--- src/rtl/dcop_pkg.sv ---
package dcop_pkg;

  typedef enum logic [1:0] {
    MODE_STOP   = 2'b00,
    MODE_LOOP   = 2'b01,
    MODE_RESUME = 2'b10,
    MODE_FRAME  = 2'b11
  } run_mode_e;

  typedef enum logic [1:0] {
    SEL_ADDR_LO = 2'd0,
    SEL_CTRL    = 2'd1,
    SEL_BYTE    = 2'd2,
    SEL_WORD    = 2'd3
  } host_sel_e;

  // Lane enable for a single byte: even byte is the high lane
  function automatic logic [1:0] lane_of(input logic odd);
    return odd ? 2'b01 : 2'b10;
  endfunction

  // A mode change into a mode that starts from word 0 forces a restart
  function automatic logic mode_restarts(input run_mode_e cur, input run_mode_e nxt);
    return (nxt != cur) && nxt[0];
  endfunction

endpackage

--- src/rtl/dcop_wr_path.sv ---
module dcop_wr_path
  import dcop_pkg::*;
#(
  parameter int ADDR_W = 11,
  parameter int BYTE_W = 8
) (
  input  logic                  clk,
  input  logic                  rst_n,
  input  logic                  wr_en,
  input  host_sel_e             wr_sel,
  input  logic [BYTE_W-1:0]     wr_data,
  output logic [ADDR_W-1:0]     addr_q,
  output logic                  ram_we,
  output logic [ADDR_W-2:0]     ram_waddr,
  output logic [2*BYTE_W-1:0]   ram_wdata,
  output logic [1:0]            ram_be
);

  localparam int HI_W = ADDR_W - BYTE_W;

  logic              byte_wr, word_wr, data_wr, word_even, word_odd;
  logic [ADDR_W-1:0] addr_d;
  logic [BYTE_W-1:0] hold_q;

  always_comb begin
    byte_wr   = wr_en && (wr_sel == SEL_BYTE);
    word_wr   = wr_en && (wr_sel == SEL_WORD);
    data_wr   = byte_wr || word_wr;
    word_even = word_wr && !addr_q[0];
    word_odd  = word_wr &&  addr_q[0];
    addr_d    = addr_q;
    if (wr_en && wr_sel == SEL_ADDR_LO) addr_d[BYTE_W-1:0] = wr_data;
    else if (wr_en && wr_sel == SEL_CTRL) addr_d[ADDR_W-1:BYTE_W] = wr_data[HI_W-1:0];
    else if (data_wr) addr_d = addr_q + 1'b1;
  end

  always_ff @(posedge clk or negedge rst_n) begin
    if (!rst_n) begin
      addr_q    <= '0;
      hold_q    <= '0;
      ram_we    <= 1'b0;
      ram_waddr <= '0;
      ram_wdata <= '0;
      ram_be    <= 2'b00;
    end else begin
      addr_q <= addr_d;
      if (word_even) hold_q <= wr_data;
      ram_we    <= byte_wr || word_odd;
      ram_waddr <= addr_q[ADDR_W-1:1];
      ram_wdata <= byte_wr ? {wr_data, wr_data} : {hold_q, wr_data};
      ram_be    <= byte_wr ? lane_of(addr_q[0]) : (word_odd ? 2'b11 : 2'b00);
    end
  end

  a_r3_addr_step: assert property (@(posedge clk) disable iff (!rst_n)
    data_wr |=> addr_q == ADDR_W'($past(addr_q) + 1'b1));

  a_r4_one_lane: assert property (@(posedge clk) disable iff (!rst_n)
    byte_wr |=> ram_we && ($countones(ram_be) == 1));

  a_r5_even_hold: assert property (@(posedge clk) disable iff (!rst_n)
    word_even |=> !ram_we);

  a_r5_odd_commit: assert property (@(posedge clk) disable iff (!rst_n)
    word_odd |=> ram_we && ram_be == 2'b11 && ram_wdata[BYTE_W-1:0] == $past(wr_data));

endmodule

--- src/rtl/dcop_run_ctl.sv ---
module dcop_run_ctl
  import dcop_pkg::*;
#(
  parameter int PC_W = 10
) (
  input  logic            clk,
  input  logic            rst_n,
  input  logic            ctl_wr,
  input  run_mode_e       new_mode,
  input  logic            instr_done,
  input  logic            frame_origin,
  output run_mode_e       mode_q,
  output logic [PC_W-1:0] pc_q
);

  logic            restart, origin_hit, advance;
  logic [PC_W-1:0] pc_d;

  always_comb begin
    restart    = ctl_wr && mode_restarts(mode_q, new_mode);
    origin_hit = (mode_q == MODE_FRAME) && frame_origin;
    advance    = (mode_q != MODE_STOP) && instr_done;
    if (restart || origin_hit) pc_d = '0;
    else if (advance)          pc_d = pc_q + 1'b1;
    else                       pc_d = pc_q;
  end

  always_ff @(posedge clk or negedge rst_n) begin
    if (!rst_n) begin
      mode_q <= MODE_STOP;
      pc_q   <= '0;
    end else begin
      pc_q <= pc_d;
      if (ctl_wr) mode_q <= new_mode;
    end
  end

  a_r6_stop_hold: assert property (@(posedge clk) disable iff (!rst_n)
    (mode_q == MODE_STOP && !ctl_wr) |=> $stable(pc_q));

  a_r7_step: assert property (@(posedge clk) disable iff (!rst_n)
    (advance && !restart && !origin_hit) |=> pc_q == PC_W'($past(pc_q) + 1'b1));

  a_r8_resume_keeps: assert property (@(posedge clk) disable iff (!rst_n)
    (ctl_wr && new_mode == MODE_RESUME && !instr_done && !origin_hit) |=> $stable(pc_q));

  a_r9_origin_zero: assert property (@(posedge clk) disable iff (!rst_n)
    origin_hit |=> pc_q == '0);

  a_r10_same_mode: assert property (@(posedge clk) disable iff (!rst_n)
    (ctl_wr && new_mode == mode_q && !instr_done && !origin_hit) |=> $stable(pc_q));

endmodule

--- src/rtl/dcop_loader.sv ---
module dcop_loader
  import dcop_pkg::*;
#(
  parameter int ADDR_W = 11
) (
  input  logic              clk,
  input  logic              rst_n,
  input  logic              host_wr,
  input  logic [1:0]        host_sel,
  input  logic [7:0]        host_wdata,
  input  logic              instr_done,
  input  logic              frame_origin,
  output logic              ram_we,
  output logic [ADDR_W-2:0] ram_waddr,
  output logic [15:0]       ram_wdata,
  output logic [1:0]        ram_be,
  output logic [ADDR_W-1:0] load_addr,
  output logic [1:0]        run_mode,
  output logic [ADDR_W-2:0] prog_ptr,
  output logic              running
);

  localparam int BYTE_W = 8;
  localparam int PC_W   = ADDR_W - 1;

  host_sel_e sel;
  run_mode_e mode_w;
  logic      ctl_wr;

  assign sel    = host_sel_e'(host_sel);
  assign ctl_wr = host_wr && (sel == SEL_CTRL);

  dcop_wr_path #(.ADDR_W(ADDR_W), .BYTE_W(BYTE_W)) u_wr (
    .clk(clk), .rst_n(rst_n), .wr_en(host_wr), .wr_sel(sel), .wr_data(host_wdata),
    .addr_q(load_addr), .ram_we(ram_we), .ram_waddr(ram_waddr),
    .ram_wdata(ram_wdata), .ram_be(ram_be)
  );

  dcop_run_ctl #(.PC_W(PC_W)) u_run (
    .clk(clk), .rst_n(rst_n), .ctl_wr(ctl_wr),
    .new_mode(run_mode_e'(host_wdata[7:6])),
    .instr_done(instr_done), .frame_origin(frame_origin),
    .mode_q(mode_w), .pc_q(prog_ptr)
  );

  assign run_mode = mode_w;
  assign running  = (mode_w != MODE_STOP);

  a_r6_running_flag: assert property (@(posedge clk) disable iff (!rst_n)
    $past(ctl_wr) |-> running == ($past(host_wdata[7:6]) != 2'b00));

endmodule

--- config.mk ---
export PLATFORM = sky130hd
export DESIGN_NAME = dcop_loader
export DESIGN_NICKNAME = d
export VERILOG_FILES = /design/src/rtl/dcop_pkg.sv /design/src/rtl/dcop_wr_path.sv /design/src/rtl/dcop_run_ctl.sv /design/src/rtl/dcop_loader.sv
export SDC_FILE = /design/constraint.sdc
export NUM_CORES = 1
export LEC_CHECK = 0
export BUFFER_PORTS_ARGS = -buffer_cell sky130_fd_sc_hd__clkbuf_2
export CAP_MARGIN = 10
export CORE_ASPECT_RATIO = 0.9
export CORE_MARGIN = 3
export CORE_UTILIZATION = 25
export CTS_CLUSTER_DIAMETER = 80
export CTS_CLUSTER_SIZE = 28
export DETAILED_ROUTE_END_ITERATION = 6
export GPL_TIMING_DRIVEN = 1
export PLACE_DENSITY = 0.55
export SLEW_MARGIN = 25
export SYNTH_ARGS = -nofsm -noshare
export SYNTH_HDL_FRONTEND = slang
export SYNTH_SLANG_ARGS = --single-unit
export TNS_END_PERCENT = 1
--- constraint.sdc ---
create_clock -name clk -period 1.3 [get_ports clk]
set_input_delay 0.26 -clock clk [delete_from_list [all_inputs] [get_ports clk]]
set_output_delay 0.26 -clock clk [all_outputs]
set_load 0.02 [all_outputs]
======== Word level (Yosys, flattened, before mapping) ========
Cells that the tools add are included.
storage, ports and cells
  flip-flop bits (word level) ............. 60
  bits in latches ......................... 0
  bits in writable memories ............... 0
  ROM bits ................................ 0
  input port bits ......................... 15
  output and inout port bits .............. 53
  word-level logic and storage cells ...... 49
  memories ................................ 0
operators by class
  add/subtract/negate cells ............... 2
  multipliers ............................. 0
  div/mod/pow operators ................... 0
  $lt $le $gt $ge ......................... 0
  equal/unequal tests ..................... 6
  shift-type cells ........................ 0
  mux-type cells .......................... 10
  bitwise operators ....................... 1
  reduce and logical (&&, ||, !) cells .... 21
operator list
  kind                                                 number
  2-to-1 mux 10 bit                                    2
  2-to-1 mux 16 bit                                    1
  2-to-1 mux 8 bit                                     2
  adder 11 x 1 -> 11 bit, second input constant        1
  2-to-1 mux 11 bit                                    1
  adder 10 x 1 -> 10 bit, second input constant        1
  logical AND 1 bit                                    10
  nonzero test 2 bit                                   4
  equality test 2 bit, second input constant           3
  2-to-1 mux 2 bit                                     3
  AND reduction 2 bit                                  2
  logical OR 1 bit                                     3
  2-to-1 mux 3 bit                                     1
  equality test 2 x 1 -> 1 bit, second input constant  1
  zero test 2 bit                                      1
  inequality test 2 bit                                1
  inequality test 2 bit, second input constant         1
  zero test 1 bit                                      1
  NOT 1 bit                                            1

======== Logic depth before layout (Yosys ltp) ========
Gate-level depths: netlist of run 1.
  depth in word-level cells ............... 6
  gate-level depth with buffers ........... 6
  mapped depth without buffers ............ 5

======== Hierarchy ========
A second synthesis of run 1 with hierarchy kept.
second synthesis, totals
  cell total of the unflattened synthesis .. 219
  area, all modules ....................... 2,547.4 µm²
modules (own cells, without submodules)
  module        instances  cells each  area an instance (µm²)  sequential area each (µm²)
  dcop_wr_path  1          156         1,915.6                 1,201.2
  dcop_run_ctl  1          61          616.8                   300.3
  dcop_loader   1          2           15.0                    0.0

======== Worst setup path before layout of run 1 ========
OpenSTA, ideal clock, no wires.
  path type ............................... reg-to-reg
  start ................................... reg u_wr.addr_q[0]
  end ..................................... reg u_wr.addr_q[10]
  library setup time ...................... 137 ps
  arrival time ............................ 1,381 ps
  data required time ...................... 1,163 ps
  setup slack ............................. -218 ps
  cell stages (with the launch flop) ...... 6
  buffers on the path ..................... 0
  period minus slack after synthesis ...... 1,518 ps
  cells stage by stage .................... dfrtp_1 > ha_1 > nand3_2 > nor4_2 > mux2i_1 > a21oi_1
between the ends
  longest elaborated chain between the ends .. 3
ends and longest elaborated chain
  element                 RTL line            text
  from (decl)             dcop_wr_path.sv:12  output logic [ADDR_W-1:0] addr_q,
  from (signal assigned)  dcop_wr_path.sv:46  addr_q <= addr_d;
  adder 11 x 1 -> 11 bit  dcop_wr_path.sv:34  else if (data_wr) addr_d = addr_q + 1'b1;
  2-to-1 mux 11 bit       dcop_wr_path.sv:34
  2-to-1 mux 3 bit        dcop_wr_path.sv:33  else if (wr_en && wr_sel == SEL_CTRL) addr_d[ADDR_W-1:BYTE_W] = wr_data[HI_W-1:0];
No other way between the ends. The select of a mux whose other input is x is not followed.
A chain may end at the register's enable or synchronous reset.

======== Worst setup path in the final report of run 1 ========
  start ................................... reg u_wr.addr_q[3]
  end ..................................... reg u_wr.addr_q[5]
between the ends
  longest elaborated chain between the ends .. 4
ends and longest elaborated chain
  element                 RTL line            text
  adder 11 x 1 -> 11 bit  dcop_wr_path.sv:34
  2-to-1 mux 11 bit       dcop_wr_path.sv:34
  2-to-1 mux 8 bit        dcop_wr_path.sv:33
  2-to-1 mux 8 bit        dcop_wr_path.sv:32  if (wr_en && wr_sel == SEL_ADDR_LO) addr_d[BYTE_W-1:0] = wr_data;
No other way between the ends. The select of a mux whose other input is x is not followed.

==> flow_summary.toml, run 1 <==
[run_status]
status = "finished, violations left"
violations = "negative setup slack"

[pwr]
p_leak_uw = 0.00185
ir_drop_mv = 0.810
p_per_area_nw_per_um2 = 1850

[detailed_routing]
postRouteAntennaNets = 0
wl_per_cell_um = 14.4
dr_total_vias = 2087
vias_per_cell = 4.48
drc = 0
drtIter0Drc = 123
finalWirelength_um = 6710
dr.pass1.iters = 4

[final_layout]
layout_commonest_cell = "clkbuf_2"
utilization_pct = 39.7
instances_no_fill = 466
layout.nets = 352
diodes = 0
syn2layout_area_growth_pct = 51.3
most-common-layout-cells = "clkbuf_2 (61), dfrtp_1 (53), buf_4 (35)"
drive_gt1_share_pct = 48.8
fin_area_um2 = 3920

[placed_design]
place_area_um2 = 3350
port_buffers = 67
hpwl_um = 4680
place_congestion = 0.752
dp.cells = 444

[run]
max_cap_viol_count = 0

[timing]
clock_skew_ns = 0.00292
tightest_slew_ns = 0.494
setup_slack_ns = -0.0667
slew-limit-headroom_pct = 67.1
fmaxAchievable_mhz = 732
hold_viol_final = 0
maxSlewViolCount = 0
setup_violations = 9
period_minus_slack_ns = 1.37
rsz0062_at_grt = "yes"
fin_crit_sh_pct = 105

[floorplan]
die_h_um = 103
core_um2 = 9870
die_area_um2 = 11600
core.rowCount = 34
start_util_pct = 26.3
die_w_um = 113
io_pins = 68

[global_route]
grt_overflow = 0
antenna_found_initial = 0
grt_start_max_net_pins = 61
first_global_vias = 2001
grt_pass1_wl_um = 10600
grtUsageTotal_pct = 11.9

[synth]
synth_top_family_by_area = "simple AND/OR/NAND/NOR gates"
syn_avg_cell_area_um2 = 11.6
yosysUniqueCellTypes = 47
async_reset_ff_share_pct = 100
synth_compound_area_share_pct = 11.2
synth-xor-area-share_pct = 3.04
synth_area_um2 = 2590
synth-simple-area-share_pct = 15.5
synth_edf_count = 0
synthFlopType = "dfrtp_1"
synthCells = 223
ys_ff_latch = 60
synth-adder-area-share_pct = 0.965
synth_nets = 240
synthMuxAreaShare_pct = 7.67
synth_seq_area_share_pct = 57.9
ys.warnings.count = 0

[critical_path]
cp_data_arrival_time_ns = 1.61
crit_path_max_fanout = 2
reg2reg_depth = 5
worstSetupStartpointType = "flip-flop"
critPathKind = "reg -> reg"
cp.required_ns = 1.55
critPathCaptureType = "flip-flop"

[clock_tree]
cts.sinks = 60
cts_made_buffers = 9
cts_tree = "yes"
clk_path_buf_depth = 2
clk_latency_ns = 0.32
cts.reportedPaths.clkPinSlew_ns = 0.05
h-tree-depth = 3
cts_root_buf = "clkbuf_16"

[hold_path]
hp-class = "in -> reg"
hold_depth = 1
-- per-stage QoR --
step	setup TNS [ns]	setup WS [ns]	total power (uW)	hold WS, ns
finish	-0.342	-0.0667	7240	0.0703
global route	-1.12	-0.125	7620	0.0575
CTS	-0.437	-0.0973	7250	0.0562
detailed placement	-0.721	-0.0826	4260	0.307
global placement	-0.755	-0.0676	4230	0.306
floorplan	-0.274	-0.100	3460	-0.0356
-- registers in the layout, indices dropped and copies added (netlist names) --
name,count
u_wr.ram_wdata,16
u_wr.addr_q,11
u_run.pc_q,10
u_wr.ram_waddr,10
u_wr.hold_q,8
u_run.mode_q,2
u_wr.ram_be,2
u_wr.ram_we,1
-- routing by layer --
metal | vias up | GRT usage, % | share of wire [%]
li1 | 1016 | - | -
met1 | 1011 | 15.3 | 46
met2 | 56 | 18.5 | 48
met3 | 4 | 4.87 | 5.5
met4 | 0 | 3.60 | 0.66
met5 | - | 0 | 0
-- kinds of logic after synthesis --
group / count (synthesis)
compound gates: 46
buf+inv: 18
xor+xnor: 9
fa+ha+maj: 2
simple gates: 72
mux: 16
flops: 60
-- cell usage after synthesis, drive strengths merged, types with 2 or more instances --
library cell | count | share of area [%]
a21oi | 12 | 2.3
a22oi | 4 | 1.2
and3 | 2 | 0.48
buf | 8 | 2.2
clkbuf | 2 | 0.29
dfrtp | 60 | 58
ha | 2 | 0.97
inv | 8 | 1.2
mux2 | 13 | 6.5
mux2i | 3 | 1.2
nand2 | 21 | 3.1
nand3 | 9 | 2.3
nand4 | 2 | 0.48
nor2 | 13 | 1.9
nor2b | 4 | 0.97
nor3 | 6 | 1.2
nor3b | 4 | 1.4
nor4 | 4 | 1.8
o21ai | 12 | 2.5
o221ai | 2 | 0.68
o22a | 3 | 1.0
o22ai | 7 | 1.7
or2 | 2 | 0.48
xnor2 | 4 | 1.4
xor2 | 5 | 1.7
-- layout make-up --
class / instances / area, um^2
Clock buffer: 12 / 256
Timing Repair Buffer: 111 / 761
Sequential cell: 60 / 1510
Tap cell: 126 / 158
Clock inverter: 4 / 95.1
Fill cell: 969 / 5950
Multi-Input combinational cell: 145 / 1110
Inverter: 8 / 30.0
-- power breakdown --
part | internal (uW) | total, uW | switching, uW
clock | 1970 | 2780 | 812
sequential | 2240 | 2480 | 237
combinational | 904 | 1980 | 1080
total | 5120 | 7240 | 2130
-- repair_timing --
| item | 4_1_cts | 5_1_grt |
|---|---|---|
| endpoints found under the hold margin | 60 | 0 |
| gates resized for setup | 17 | 23 |
| hold buffers | 1 | 0 |
| pin swaps | 2 | 8 |
| setup buffers | 4 | 1 |
| endpoints found under the setup margin | 17 | 37 |
-- path summary, 6_finish.rpt --
kind | from | endpoint | slack (ns)
min in group asynchronous | rst_n | u_wr.hold_q[6]$_DFFE_PN0P_ | 0.49
setup / recovery | u_wr.addr_q[3]$_DFFE_PN0P_ | u_wr.addr_q[5]$_DFFE_PN0P_ | -0.07
hold / removal | host_wdata[5] | u_wr.ram_wdata[5]$_DFF_PN0_ | 0.07
hold reg to reg | u_wr.hold_q[7]$_DFFE_PN0P_ | u_wr.hold_q[7]$_DFFE_PN0P_ | 0.48
max in group asynchronous | rst_n | u_wr.addr_q[2]$_DFFE_PN0P_ | 0.53
setup reg to reg | u_wr.addr_q[3]$_DFFE_PN0P_ | u_wr.addr_q[5]$_DFFE_PN0P_ | -0.07
-- worst max-delay path, cell delays in order (launching register included) --
cell     delay (ns)
dfrtp_2        0.36
buf_4          0.11
inv_1          0.05
nor4_2         0.26
mux2_2         0.38
a21oi_2        0.12
(Power assumes the default switching activity.)
==> inputs of run 2 (changes only) <==
--- a/config.mk
+++ b/config.mk
@@ -14,7 +14,6 @@
 export CTS_CLUSTER_SIZE = 28
 export DETAILED_ROUTE_END_ITERATION = 6
 export GPL_TIMING_DRIVEN = 1
-export PLACE_DENSITY = 0.55
 export SLEW_MARGIN = 25
 export SYNTH_ARGS = -nofsm -noshare
 export SYNTH_HDL_FRONTEND = slang
==> run 2 against run 1 <==
Net effect: the run still ends with negative setup slack left; maximum frequency barely moved; wire length fell by 3.8%; first-iteration DRC count fell by 35%; clock power fell by 13%; sequential power barely moved; via count fell by 0.48%; power fell by 6.6%; flip-flop and latch count did not move; register-to-register slack improved by 0.05 ns.
==> flow_summary.toml, run 2 (synthesis results as in run 1) <==
[run_status]
status = "finished, violations left"
violations = "negative setup slack"

[final_layout]
largest-register = "u_wr.ram_wdata"
largest_register_ffs = 16
fillCellCount = 968
largestRegisters = "u_wr.ram_wdata (16), u_wr.addr_q (11)"
layout_commonest_cell = "clkbuf_2"
most-common-layout-cells = "clkbuf_2 (62), dfrtp_1 (53), buf_4 (33)"
instances_no_fill = 460
layout.nets = 346
drive_gt1_share_pct = 46.4
syn2layout_area_growth_pct = 45.3
diodes = 0

[global_route]
first_global_vias = 2026
grt_pass1_wl_um = 10400
antenna_found_initial = 0
grt_start_max_net_pins = 61
grtUsageTotal_pct = 11.7
grt_overflow = 0

[pwr]
p_leak_uw = 0.00179
power_uw = 6760
p_per_area_nw_per_um2 = 1800
ir_drop_mv = 0.648

[timing]
fmaxAchievable_mhz = 731
setup_violations = 7
period_minus_slack_ns = 1.37
clock_skew_ns = 0.00663
slew-limit-headroom_pct = 65.2
hold_viol_final = 0
whs_ns = 0.0605
fin_crit_sh_pct = 105
tightest_slew_ns = 0.523
setup_slack_ns = -0.0678
rsz0062_at_grt = "yes"
maxSlewViolCount = 0
timing.setup.tns_ns = -0.207

[detailed_routing]
drc = 0
routed.top_layer = "met4"
wl_per_cell_um = 14.0
met2_length_um = 2930
drtIter0Drc = 80
finalWirelength_um = 6460
vias_per_cell = 4.52
met3_length_um = 374
dr_total_vias = 2077
dr.pass1.iters = 4
drt-met1-wl_um = 3020
postRouteAntennaNets = 0

[critical_path]
critPathCaptureType = "output pin"
cp.required_ns = 1.04
cp_data_arrival_time_ns = 1.11
worstSetupStartpointType = "flip-flop"
critPathKind = "reg -> out"
crit_path_max_fanout = 2

[clock_tree]
cts_made_buffers = 9
clk_latency_ns = 0.32
cts_root_buf = "clkbuf_16"
h-tree-depth = 3
clk_path_buf_depth = 2
cts.reportedPaths.clkPinSlew_ns = 0.06
cts_tree = "yes"
cts.sinks = 60

[floorplan]
die_w_um = 113
io_pins = 68
core_um2 = 9870
start_util_pct = 26.3
die_area_um2 = 11600
core.rowCount = 34
die_h_um = 103

[placed_design]
port_buffers = 67
dp.cells = 441
place_congestion = 0.762
hpwl_um = 4640

[hold_path]
hp-class = "in -> reg"

[run]
max_cap_viol_count = 0
## run 2: stage by stage
step	worst slack (ns)	instance area (um^2)	utilization, %
after floorplan	-0.100	2600	-
after detailed placement	-0.0958	3320	33.6
after CTS	-0.0951	3710	37.6
after global routing	-0.111	3770	38.2
final	-0.0678	3770	38.2
after global placement	-0.0657	3320	33.6
## run 2: timing repair
action / 4_1_cts / 5_1_grt
setup buffers: 2 / 0
resized for setup: 11 / 16
hold buffers: 1 / 0
endpoints found under the setup margin: 23 / 38
pin swaps: 0 / 4
endpoints found under the hold margin: 60 / 0
## run 2: area by class of cell
cell class / instances / area (um^2) / share of cell area [%]
clock inverters: 5 / 60.1 / 1.59
well taps: 126 / 158 / 4.19
flip-flops and latches: 60 / 1510 / 40.1
clock buffers: 11 / 253 / 6.71
repair buffers: 105 / 687 / 18.2
inverters: 8 / 30.0 / 0.797
multi-input cells: 145 / 1070 / 28.4
## run 2: where the power goes
group,switching [uW],internal [uW],leakage (uW),total [uW]
registers,233,2240,0.000730,2470
clock network,838,1590,0.000152,2430
logic,1030,829,0.000905,1860
## run 2: worst max-delay path, stage by stage (launching register included)
cell and delay, ns:
dfrtp_2 0.41, or2_4 0.24, buf_8 0.13
## run 2: metal layers
| layer | up-vias | global-route usage (%) |
|---|---|---|
| li1 | 1007 | - |
| met1 | 1003 | 14.8 |
| met4 | 0 | 6.19 |
| met5 | - | 0 |
| met3 | 9 | 3.40 |
| met2 | 58 | 18.4 |
## run 2: final timing paths
| path | from | to | slack [ns] | cells after the start |
|---|---|---|---|---|
| worst max register to register | u_wr.addr_q[0]$_DFFE_PN0P_ | u_wr.addr_q[7]$_DFFE_PN0P_ | -0.02 | 5 |
| min in group asynchronous | rst_n | u_wr.ram_wdata[15]$_DFF_PN0_ | 0.49 | 3 |
| worst max-delay path | u_run.mode_q[1]$_DFFE_PN0P_ | running | -0.07 | 2 |
| max in group asynchronous | rst_n | u_wr.addr_q[2]$_DFFE_PN0P_ | 0.54 | 3 |
| worst min-delay path | host_wdata[5] | u_wr.ram_wdata[5]$_DFF_PN0_ | 0.06 | 1 |
| worst min register to register | u_wr.addr_q[10]$_DFFE_PN0P_ | u_wr.ram_waddr[9]$_DFF_PN0_ | 0.50 | 0 |
